[src/rtl/tcf_pkg.sv]
package tcf_pkg;
  localparam int HDR_BYTES  = 4;
  localparam int HB_DNC     = 31;
  localparam int HB_DV      = 21;
  localparam int HB_SV      = 20;
  localparam int HB_EV      = 14;
  localparam int HB_EBO_LSB = 8;
  localparam int HB_P       = 0;
  localparam int FT_RCA_MSB = 28;
  localparam int FT_RCA_LSB = 24;

  typedef enum logic [1:0] {ST_IDLE, ST_LOAD, ST_SHIFT, ST_GAP} tcf_state_e;

  function automatic logic [31:0] make_hdr(input logic sv, input logic ev, input logic [5:0] ebo);
    logic [31:0] h;
    h = '0;
    h[HB_DNC] = 1'b1;
    h[HB_DV]  = 1'b1;
    h[HB_SV]  = sv;
    h[HB_EV]  = ev;
    h[HB_EBO_LSB +: 6] = ebo;
    h[HB_P]   = ~(^h[31:1]);
    return h;
  endfunction
endpackage

[src/rtl/tcf_credit_chk.sv]
module tcf_credit_chk #(
  parameter int PAYLOAD_BYTES = 64,
  parameter int MAX_LEN       = 1518,
  parameter int LEN_W         = 11,
  parameter int CRED_W        = 8
) (
  input  logic [LEN_W-1:0]  len_i,
  input  logic [CRED_W-1:0] credits_i,
  output logic              ok_o
);
  localparam int EBO_W  = $clog2(PAYLOAD_BYTES);
  localparam int NEED_W = LEN_W + 1 - EBO_W;

  logic [LEN_W:0]    sum_w;
  logic [NEED_W-1:0] need_w;
  logic [31:0]       need32, cred32;

  always_comb begin
    sum_w  = {1'b0, len_i} + (LEN_W+1)'(PAYLOAD_BYTES - 1);
    need_w = sum_w[LEN_W:EBO_W];
    need32 = 32'(need_w);
    cred32 = 32'(credits_i);
    ok_o   = (len_i != '0) && (len_i <= LEN_W'(MAX_LEN)) && (need32 <= cred32);
  end
endmodule

[src/rtl/tcf_hdr_gen.sv]
module tcf_hdr_gen
  import tcf_pkg::*;
#(
  parameter int PAYLOAD_BYTES = 64,
  parameter int LEN_W         = 11
) (
  input  logic             first_i,
  input  logic [LEN_W-1:0] rem_i,
  output logic [31:0]      hdr_o
);
  logic             ev_w;
  logic [LEN_W-1:0] rm1_w;
  logic [5:0]       ebo_w;

  always_comb begin
    ev_w  = rem_i <= LEN_W'(PAYLOAD_BYTES);
    rm1_w = rem_i - 1'b1;
    ebo_w = ev_w ? rm1_w[5:0] : 6'd0;
    hdr_o = make_hdr(first_i, ev_w, ebo_w);
  end
endmodule

[src/rtl/tcf_spi_shift.sv]
module tcf_spi_shift (
  input  logic        clk_i,
  input  logic        rst_ni,
  input  logic        load_i,
  input  logic [7:0]  byte_i,
  input  logic        miso_i,
  output logic        busy_o,
  output logic        done_o,
  output logic        sclk_o,
  output logic        mosi_o,
  output logic [31:0] rx_o
);
  logic [3:0]  cnt_q;
  logic [7:0]  sh_q;
  logic        act_q;
  logic [31:0] rx_q;

  always_ff @(posedge clk_i or negedge rst_ni) begin
    if (!rst_ni) begin
      cnt_q <= '0;
      sh_q  <= '0;
      act_q <= 1'b0;
      rx_q  <= '0;
    end else if (load_i) begin
      sh_q  <= byte_i;
      cnt_q <= '0;
      act_q <= 1'b1;
    end else if (act_q) begin
      cnt_q <= cnt_q + 1'b1;
      if (cnt_q[0]) sh_q <= {sh_q[6:0], 1'b0};
      else          rx_q <= {rx_q[30:0], miso_i};  // sample as SCLK rises
      if (cnt_q == 4'd15) act_q <= 1'b0;
    end
  end

  assign busy_o = act_q;
  assign done_o = act_q && (cnt_q == 4'd15);
  assign sclk_o = act_q && cnt_q[0];
  assign mosi_o = sh_q[7];
  assign rx_o   = rx_q;

  p_no_reload_busy_r1: assert property (@(posedge clk_i) disable iff (!rst_ni)
    load_i |-> !act_q);
endmodule

[src/rtl/tx_chunk_framer.sv]
module tx_chunk_framer
  import tcf_pkg::*;
#(
  parameter int PAYLOAD_BYTES = 64,
  parameter int MAX_LEN       = 1518,
  parameter int CRED_W        = 8,
  parameter int CRED_LSB      = 8
) (
  input  logic        clk_i,
  input  logic        rst_ni,
  input  logic        start_i,
  input  logic [10:0] len_i,
  input  logic [31:0] bufsts_i,
  input  logic [7:0]  byte_i,
  input  logic        byte_valid_i,
  output logic        byte_ready_o,
  output logic        sclk_o,
  output logic        cs_no,
  output logic        mosi_o,
  input  logic        miso_i,
  output logic        busy_o,
  output logic        done_o,
  output logic        drop_o,
  output logic [31:0] footer_o,
  output logic        rx_pend_o
);
  localparam int LEN_W     = 11;
  localparam int WIN_BYTES = HDR_BYTES + PAYLOAD_BYTES;
  localparam int SLOT_W    = $clog2(WIN_BYTES);
  localparam logic [SLOT_W-1:0] LAST_SLOT = SLOT_W'(WIN_BYTES - 1);

  tcf_state_e       state_q;
  logic [SLOT_W-1:0] slot_q;
  logic [LEN_W-1:0] rem_q, chunk_rem_q;
  logic             first_q, done_q, drop_q, pend_q;
  logic [31:0]      foot_q, hdr_w, rx_w;
  logic             ok_w, is_hdr_w, have_w, load_w, sh_busy_w, sh_done_w;
  logic [1:0]       hsel_w;
  logic [7:0]       load_byte_w;

  tcf_credit_chk #(.PAYLOAD_BYTES(PAYLOAD_BYTES), .MAX_LEN(MAX_LEN),
                   .LEN_W(LEN_W), .CRED_W(CRED_W)) u_cred (
    .len_i(len_i), .credits_i(bufsts_i[CRED_LSB +: CRED_W]), .ok_o(ok_w));

  tcf_hdr_gen #(.PAYLOAD_BYTES(PAYLOAD_BYTES), .LEN_W(LEN_W)) u_hdr (
    .first_i(first_q), .rem_i(chunk_rem_q), .hdr_o(hdr_w));

  tcf_spi_shift u_shift (
    .clk_i(clk_i), .rst_ni(rst_ni), .load_i(load_w), .byte_i(load_byte_w),
    .miso_i(miso_i), .busy_o(sh_busy_w), .done_o(sh_done_w),
    .sclk_o(sclk_o), .mosi_o(mosi_o), .rx_o(rx_w));

  always_comb begin
    is_hdr_w     = slot_q < SLOT_W'(HDR_BYTES);
    have_w       = rem_q != '0;
    hsel_w       = 2'(HDR_BYTES - 1) - slot_q[1:0];
    byte_ready_o = (state_q == ST_LOAD) && !is_hdr_w && have_w;
    load_w       = (state_q == ST_LOAD) && (is_hdr_w || !have_w || byte_valid_i);
    if (is_hdr_w)    load_byte_w = hdr_w[8*hsel_w +: 8];
    else if (have_w) load_byte_w = byte_i;
    else             load_byte_w = 8'h00;  // pad
  end

  always_ff @(posedge clk_i or negedge rst_ni) begin
    if (!rst_ni) begin
      state_q     <= ST_IDLE;
      slot_q      <= '0;
      rem_q       <= '0;
      chunk_rem_q <= '0;
      first_q     <= 1'b0;
      done_q      <= 1'b0;
      drop_q      <= 1'b0;
      pend_q      <= 1'b0;
      foot_q      <= '0;
    end else begin
      done_q <= 1'b0;
      drop_q <= 1'b0;
      unique case (state_q)
        ST_IDLE: if (start_i) begin
          if (ok_w) begin
            rem_q       <= len_i;
            chunk_rem_q <= len_i;
            first_q     <= 1'b1;
            slot_q      <= '0;
            state_q     <= ST_LOAD;
          end else begin
            drop_q <= 1'b1;
          end
        end
        ST_LOAD: if (load_w) begin
          state_q <= ST_SHIFT;
          if (byte_ready_o) rem_q <= rem_q - 1'b1;
        end
        ST_SHIFT: if (sh_done_w) begin
          if (slot_q == LAST_SLOT) begin
            foot_q  <= rx_w;
            pend_q  <= |rx_w[FT_RCA_MSB:FT_RCA_LSB];
            state_q <= ST_GAP;
          end else begin
            slot_q  <= slot_q + 1'b1;
            state_q <= ST_LOAD;
          end
        end
        ST_GAP: begin
          if (rem_q == '0) begin
            done_q  <= 1'b1;
            state_q <= ST_IDLE;
          end else begin
            first_q     <= 1'b0;
            chunk_rem_q <= rem_q;
            slot_q      <= '0;
            state_q     <= ST_LOAD;
          end
        end
        default: state_q <= ST_IDLE;
      endcase
    end
  end

  assign cs_no     = !((state_q == ST_LOAD) || (state_q == ST_SHIFT));
  assign busy_o    = state_q != ST_IDLE;
  assign done_o    = done_q;
  assign drop_o    = drop_q;
  assign footer_o  = foot_q;
  assign rx_pend_o = pend_q;

  p_shift_in_window_r1: assert property (@(posedge clk_i) disable iff (!rst_ni)
    sh_busy_w |-> !cs_no);
  p_sclk_idle_low_r1: assert property (@(posedge clk_i) disable iff (!rst_ni)
    cs_no |-> !sclk_o);
  p_hdr_odd_r5: assert property (@(posedge clk_i) disable iff (!rst_ni)
    busy_o |-> (^hdr_w) == 1'b1);
  p_no_ready_hdr_r9: assert property (@(posedge clk_i) disable iff (!rst_ni)
    byte_ready_o |-> (slot_q >= SLOT_W'(HDR_BYTES)) && !cs_no);
  p_drop_idle_r8: assert property (@(posedge clk_i) disable iff (!rst_ni)
    drop_o |-> !busy_o);
  p_done_empty_r11: assert property (@(posedge clk_i) disable iff (!rst_ni)
    done_o |-> (rem_q == '0) && !busy_o);
endmodule

[config.mk]
export PLATFORM = sky130hd
export DESIGN_NAME = tx_chunk_framer
export DESIGN_NICKNAME = d
export VERILOG_FILES = /design/src/rtl/tcf_pkg.sv /design/src/rtl/tcf_credit_chk.sv /design/src/rtl/tcf_hdr_gen.sv /design/src/rtl/tcf_spi_shift.sv /design/src/rtl/tx_chunk_framer.sv
export SDC_FILE = /design/constraint.sdc
export NUM_CORES = 1
export LEC_CHECK = 0
export BUFFER_PORTS_ARGS = -buffer_cell sky130_fd_sc_hd__clkbuf_2
export CORE_ASPECT_RATIO = 0.75
export CORE_MARGIN = 5
export CORE_UTILIZATION = 40
export DETAILED_ROUTE_END_ITERATION = 16
export SLEW_MARGIN = 30
export SYNTH_ARGS = -nofsm -noshare
export SYNTH_HDL_FRONTEND = slang
export SYNTH_SLANG_ARGS = --single-unit
[constraint.sdc]
create_clock -name clk_i -period 2.08 [get_ports clk_i]
set_input_delay 0.312 -clock clk_i [delete_from_list [all_inputs] [get_ports clk_i]]
set_output_delay 0.312 -clock clk_i [all_outputs]
set_load 0.02 [all_outputs]
* After elaboration in Yosys (flattened, before gate mapping)
Index checks and enable logic that the tools add are counted.
** Word-level totals
- Input bits :: 56
- Latch bits :: 0
- Bits in writable memories :: 0
- Flip-flop bits (word level) :: 112
- Bits in read-only memories :: 0
- Memories :: 0
- Output and inout port bits :: 40
- Logic and storage cells :: 111
** Operators by class
- Equal/unequal tests :: 12
- Mux-type cells :: 40
- Reductions and logical operators :: 32
- Add/subtract/negate cells :: 6
- Shifts and indexed selects :: 1
- Divide/modulo/power cells :: 0
- Bitwise operators :: 3
- $mul :: 0
- $lt $le $gt $ge :: 4
** Operators with widths (number)
- $mux 11 :: 5
- $pmux 11 s2 :: 2
- $mux 8 :: 5
- $mux 7 :: 5
- $shiftx 32x6->8 :: 1
- $reduce_xor 31->1 :: 1
- $reduce_bool 11->1 :: 2
- $pmux 7 s3 :: 1
- $ne 2x2->1 const B :: 7
- $add 11x6->12 const B :: 1
- $mux 1 :: 12
- $le 11x11->1 const B :: 1
- $le 11x7->1 const B :: 1
- $logic_not 11->1 :: 1
- $sub 11x1->11 const B :: 1
- $mux 2 :: 5
- $reduce_bool 2->1 :: 5
- $le 6x8->1 :: 1
- $mux 4 :: 2
- $pmux 2 s4 :: 1
- $reduce_and 4->1 :: 2
- $add 7x1->7 const B :: 1
- $eq 7x7->1 const B :: 1
- $logic_and 1x1->1 :: 7
- other kinds (19) :: 27

* Logic depth before layout (Yosys ltp)
- Depth in word-level cells :: 7
- Depth in mapped cells :: 14
- Gate-level depth less buffers :: 13

* Hierarchy
A second synthesis with hierarchy kept.
** Unflattened totals
- Cell total of the unflattened synthesis :: 563
- Area, all modules :: 6294.8 µm²
** By module, submodules not included
- tx_chunk_framer :: sequential area each 1676.6 µm², area an instance 3664.8 µm², cells each 324, times used 1
- tcf_spi_shift :: sequential area each 1126.1 µm², area an instance 1886.8 µm², cells each 136, times used 1
- tcf_hdr_gen :: sequential area each 0.0 µm², area an instance 446.7 µm², cells each 62, times used 1
- tcf_credit_chk :: sequential area each 0.0 µm², area an instance 296.5 µm², cells each 41, times used 1

* Worst setup path before layout
Ideal clock, no wire load.
- Path kind :: input port to flip-flop
- Start point :: input len_i[5]
- End point :: register slot_q[4]
- Required time :: 1959 ps
- Stages on the path :: 13
- Slack :: -1024 ps
- Library setup time :: 121 ps
- Path buffers :: 1
- Arrival time :: 2983 ps
- Cells stage by stage :: nor4_1 > nand3_1 > and2_1 > and3_1 > nand2_1 > xnor2_1 > ha_1 > a211oi_1 > a31oi_2 > o31ai_2 > buf_4 > nand3_1 > a22o_1
** Between the ends
- Cells in the longest elaborated chain, start to end :: 5
- Elaborated cells between the ends (all ways) :: 8
- Classes of those cells :: 1 x add/sub; 2 x order compare; 1 x eq/ne; 4 x reduce/logical
** Ends and longest elaborated chain
- start, declared :: RTL line tx_chunk_framer.sv:12 : input logic [10:0] len_i,
- $add 11x6->12 (tied with other cells) :: RTL line tcf_credit_chk.sv:19 : sum_w = {1'b0, len_i} + (LEN_W+1)'(PAYLOAD_BYTES - 1);
- $le 6x8->1 or $logic_and 1x1->1 (tied branches) :: RTL line tcf_credit_chk.sv:23 : ok_o = (len_i != '0) && (len_i <= LEN_W'(MAX_LEN)) && (need32 <= cred32);
- $logic_and 1x1->1 (*) :: RTL line tcf_credit_chk.sv:23
- $ne 2x2->1 (no line) (*)
- $reduce_and 6->1 (no line) (*)
- end signal, assigned :: RTL line tx_chunk_framer.sv:100 : slot_q <= slot_q + 1'b1;
- end, declared :: RTL line tx_chunk_framer.sv:33 : logic [SLOT_W-1:0] slot_q;
Mark *: on every way between the ends. The rest lies on a longest branch, timed or not.
A chain may end at the register's enable or synchronous reset.

* Worst setup path after layout
- Start point :: input len_i[5]
- End point :: register slot_q[0]
The elaborated chain is that of the path after synthesis.

==> summary.txt <==
STA
  • RSZ-0062 raised after global routing: yes
  • F_max: 367 MHz
  • Final setup margin: -0.648 ns
  • Hold slack: 0.00450 ns
  • Worst Tran Pin Value: ~0.91 ns
  • Final Setup Violations: 66
  • Min Tclk post-route: 2.73 ns
  • Hold Vio Cnt, Final: 0
  • Slew Viols, Final: 0
  • Final setup skew: roughly 0.0068 ns
  • Final cycle utilization of the critical path: 1.31
  • Max_slew headroom: 0.391

Clock tree
  • Clock sinks: 112
  • CTS root buf: clkbuf_16
  • Htree depth: 3
  • Clk Latency, worst-skew pair: 0.35 ns
  • CTS Buf Count: 9
  • CTS tree: yes
  • Clock transition at path regs: about 0.08 ns
  • CTS max path bufs: 2
  • Hold_buf cts: 0

GRT
  • First-pass GRT wire length: 25,500 microns
  • GRT Total Usage: 0.182
  • Initial antenna violation count: 0
  • GRT overflow: 0
  • Largest net degree at the start of global routing: around 110
  • Vias in the first global route: roughly 4.9k

Pwr
  • Leak Pwr: 0.00392 uW
  • Power Density: around 530 nW/um^2
  • Worst VDD drop: 0.472 mV
  • Total chip power: 4370 uW

Worst hold path
  • Hold Crit Class: input pin to async pin

Synth
  • Synth area leaders: dfrtp_1, mux2_4, mux2_2
  • Top-count cell post-synth: dfrtp_1
  • Top cell type's share of synthesized area: 0.469
  • Net Count, Synth: 597
  • Mapped Cells: 524
  • Dominant synthesized flop cell: dfrtp_1
  • Post-synthesis average cell area: 11.4 sq um
  • Synth area leader: dfrtp_1
  • Top cells by count, synth: dfrtp_1, nor2_1, nand2_1
  • Ys async rst share: 1.00
  • Synth cell types: 71
  • Synth Cell Area: around 6000 sq um
  • Seq/Total Area, Yosys: 0.469
  • Post-synth EDFFs: 0
  • Yosys reg bits: 112
  • Yosys warning total: 0

Floorplanning
  • Die footprint: 17,500 sq um
  • Die Ht: 116 microns
  • Site row count: 38
  • Core area: 14,500 sq um
  • Die Wd: 151 microns
  • Starting density of the core: 0.411
  • IO Count: 96

Routing
  • Met3 WL: roughly 800 microns
  • Iter 0 DRT Violations: 330
  • Post-route ant nets: 0
  • Met1 wire length: between 7000 and 8000 microns
  • Routed WL: 16,000 microns
  • DRC viols: 0
  • Wire length on met2: 7230 microns
  • Vias/cell: approximately 5.4
  • Max Used Layer: met4
  • Vias: 4,810
  • Drt pass-1 iters: 4
  • Wire per inst: between 15 and 20 microns

Setup path
  • WP data arrival: 2.96 ns
  • Worst Path Required: around 2.3 ns
  • CP Capture Type: flip-flop
  • Startpoint Class: input pin
  • Critical path class: input pin to flip-flop
  • CP Max Fanout: 4

Placed design
  • Hpwl dp: 10,800 microns
  • Port-buffer cells: 71
  • Placed Area: 7230 sq um
  • Placer Congestion: 0.835

Layout
  • Layout area overhead: 37.6%
  • Ant diodes: 0
  • Final instance area: 8230 sq um
  • Layout Utilization: 0.565
  • # nets final: 766
  • Layout cell share with drive strength beyond 1: 0.490

Run status
  • Status: finished with violations
  • Failing checks: negative setup slack

Flow run
  • Max cap viols: 0
## worst paths after layout
kind,from,slack [ns],endpoint,cells past startpoint
min in group clk_i,miso_i,0.21,u_shift.rx_o[0],2
min reg2reg,footer_o[30],0.49,footer_o[30],1
min,rst_ni,0.005,rem_q[1],2
max in group asynchronous,rst_ni,1.55,first_q,2
max,len_i[5],-0.65,slot_q[0],15
max reg2reg,rem_q[1],-0.35,rem_q[0],8
## power by group
group	internal (uW)	switching [uW]
Sequential	2210	28.2
Combinational	191	201
Clock	878	863
## layer usage
layer / vias up / global-route usage
met5: - / 0
met4: 0 / 0.0332
met3: 15 / 0.0371
met2: 113 / 0.274
met1: 2421 / 0.276
li1: 2261 / -
## critical path, stage by stage
cell and delay [ns]:
buf_8 0.10, nor4_4 0.28, nand3_2 0.10, and2_4 0.18
and3_4 0.17, nand2_4 0.08, xnor2_4 0.13, ha_4 0.24
a211oi_4 0.26, a31oi_4 0.15, o31ai_4 0.37, buf_6 0.16
buf_4 0.10, nand3_2 0.07, a22o_1 0.23
## cell usage in the layout (no fill, tap or decap), types with 9 or more instances in the layout
cell type / netlist / final
nor2_1: 35 / 32
nand3_1: 21 / 14
a31oi_1: 11 / 11
inv_1: 22 / 17
nand2_1: 32 / 30
dfrtp_1: 112 / 112
mux2_2: 25 / 25
clkbuf_16: 0 / 9
buf_4: 3 / 91
a21oi_1: 12 / 9
mux2i_1: 19 / 19
clkbuf_2: 0 / 67
buf_6: 5 / 13
mux2_4: 30 / 32
ha_1: 17 / 14
nor3_1: 13 / 13
## cells by family after synthesis
logic type                 Yosys count  share of synthesized area
and+or+nand+nor                    149                      0.133
muxes                               83                      0.171
AOI/OAI and AO/OA                  100                      0.128
buffers and inverters               47                     0.0396
DFF                                112                      0.469
adders and majority gates           17                     0.0356
xor gates and xnor gates            16                     0.0234
## through the flow
stage / instances / setup slack, ns / setup TNS (ns)
2_1_floorplan: 524 / -0.741 / -22.88
3_3_place_gp: 852 / -1.01 / -32.92
3_5_place_dp: 852 / -1.15 / -35.63
4_1_cts: 888 / -0.607 / -22.57
5_1_grt: 898 / -0.745 / -29.31
6_report: 898 / -0.648 / -23.70
## what timing repair did
item | in CTS | in global routing
endpoints found under the setup margin | 73 | 74
gates cloned | 4 | 2
buffers inserted | 17 | 13
pin swaps | 12 | 20
gates resized for setup | 31 | 71
endpoints found under the hold margin | 0 | 0
## layout make-up
cell class	count	area, sq um
clock inverters	6	57.6
clock buffers	10	239
repair buffers	181	1340
multi-input cells	367	3450
well taps	200	250
flip-flops and latches	112	2800
fillers	1235	6320
inverters	22	82.6
## state kept, by name, indices dropped and copies added (netlist names), 2 cells and up
name and flops:
chunk_rem_q 11, footer_o 32, rem_q 11, slot_q 7, state_q 2, u_shift.cnt_q 4
u_shift.rx_o 32, u_shift.sh_q 8
Note: power is estimated with default switching activity, not from simulation.
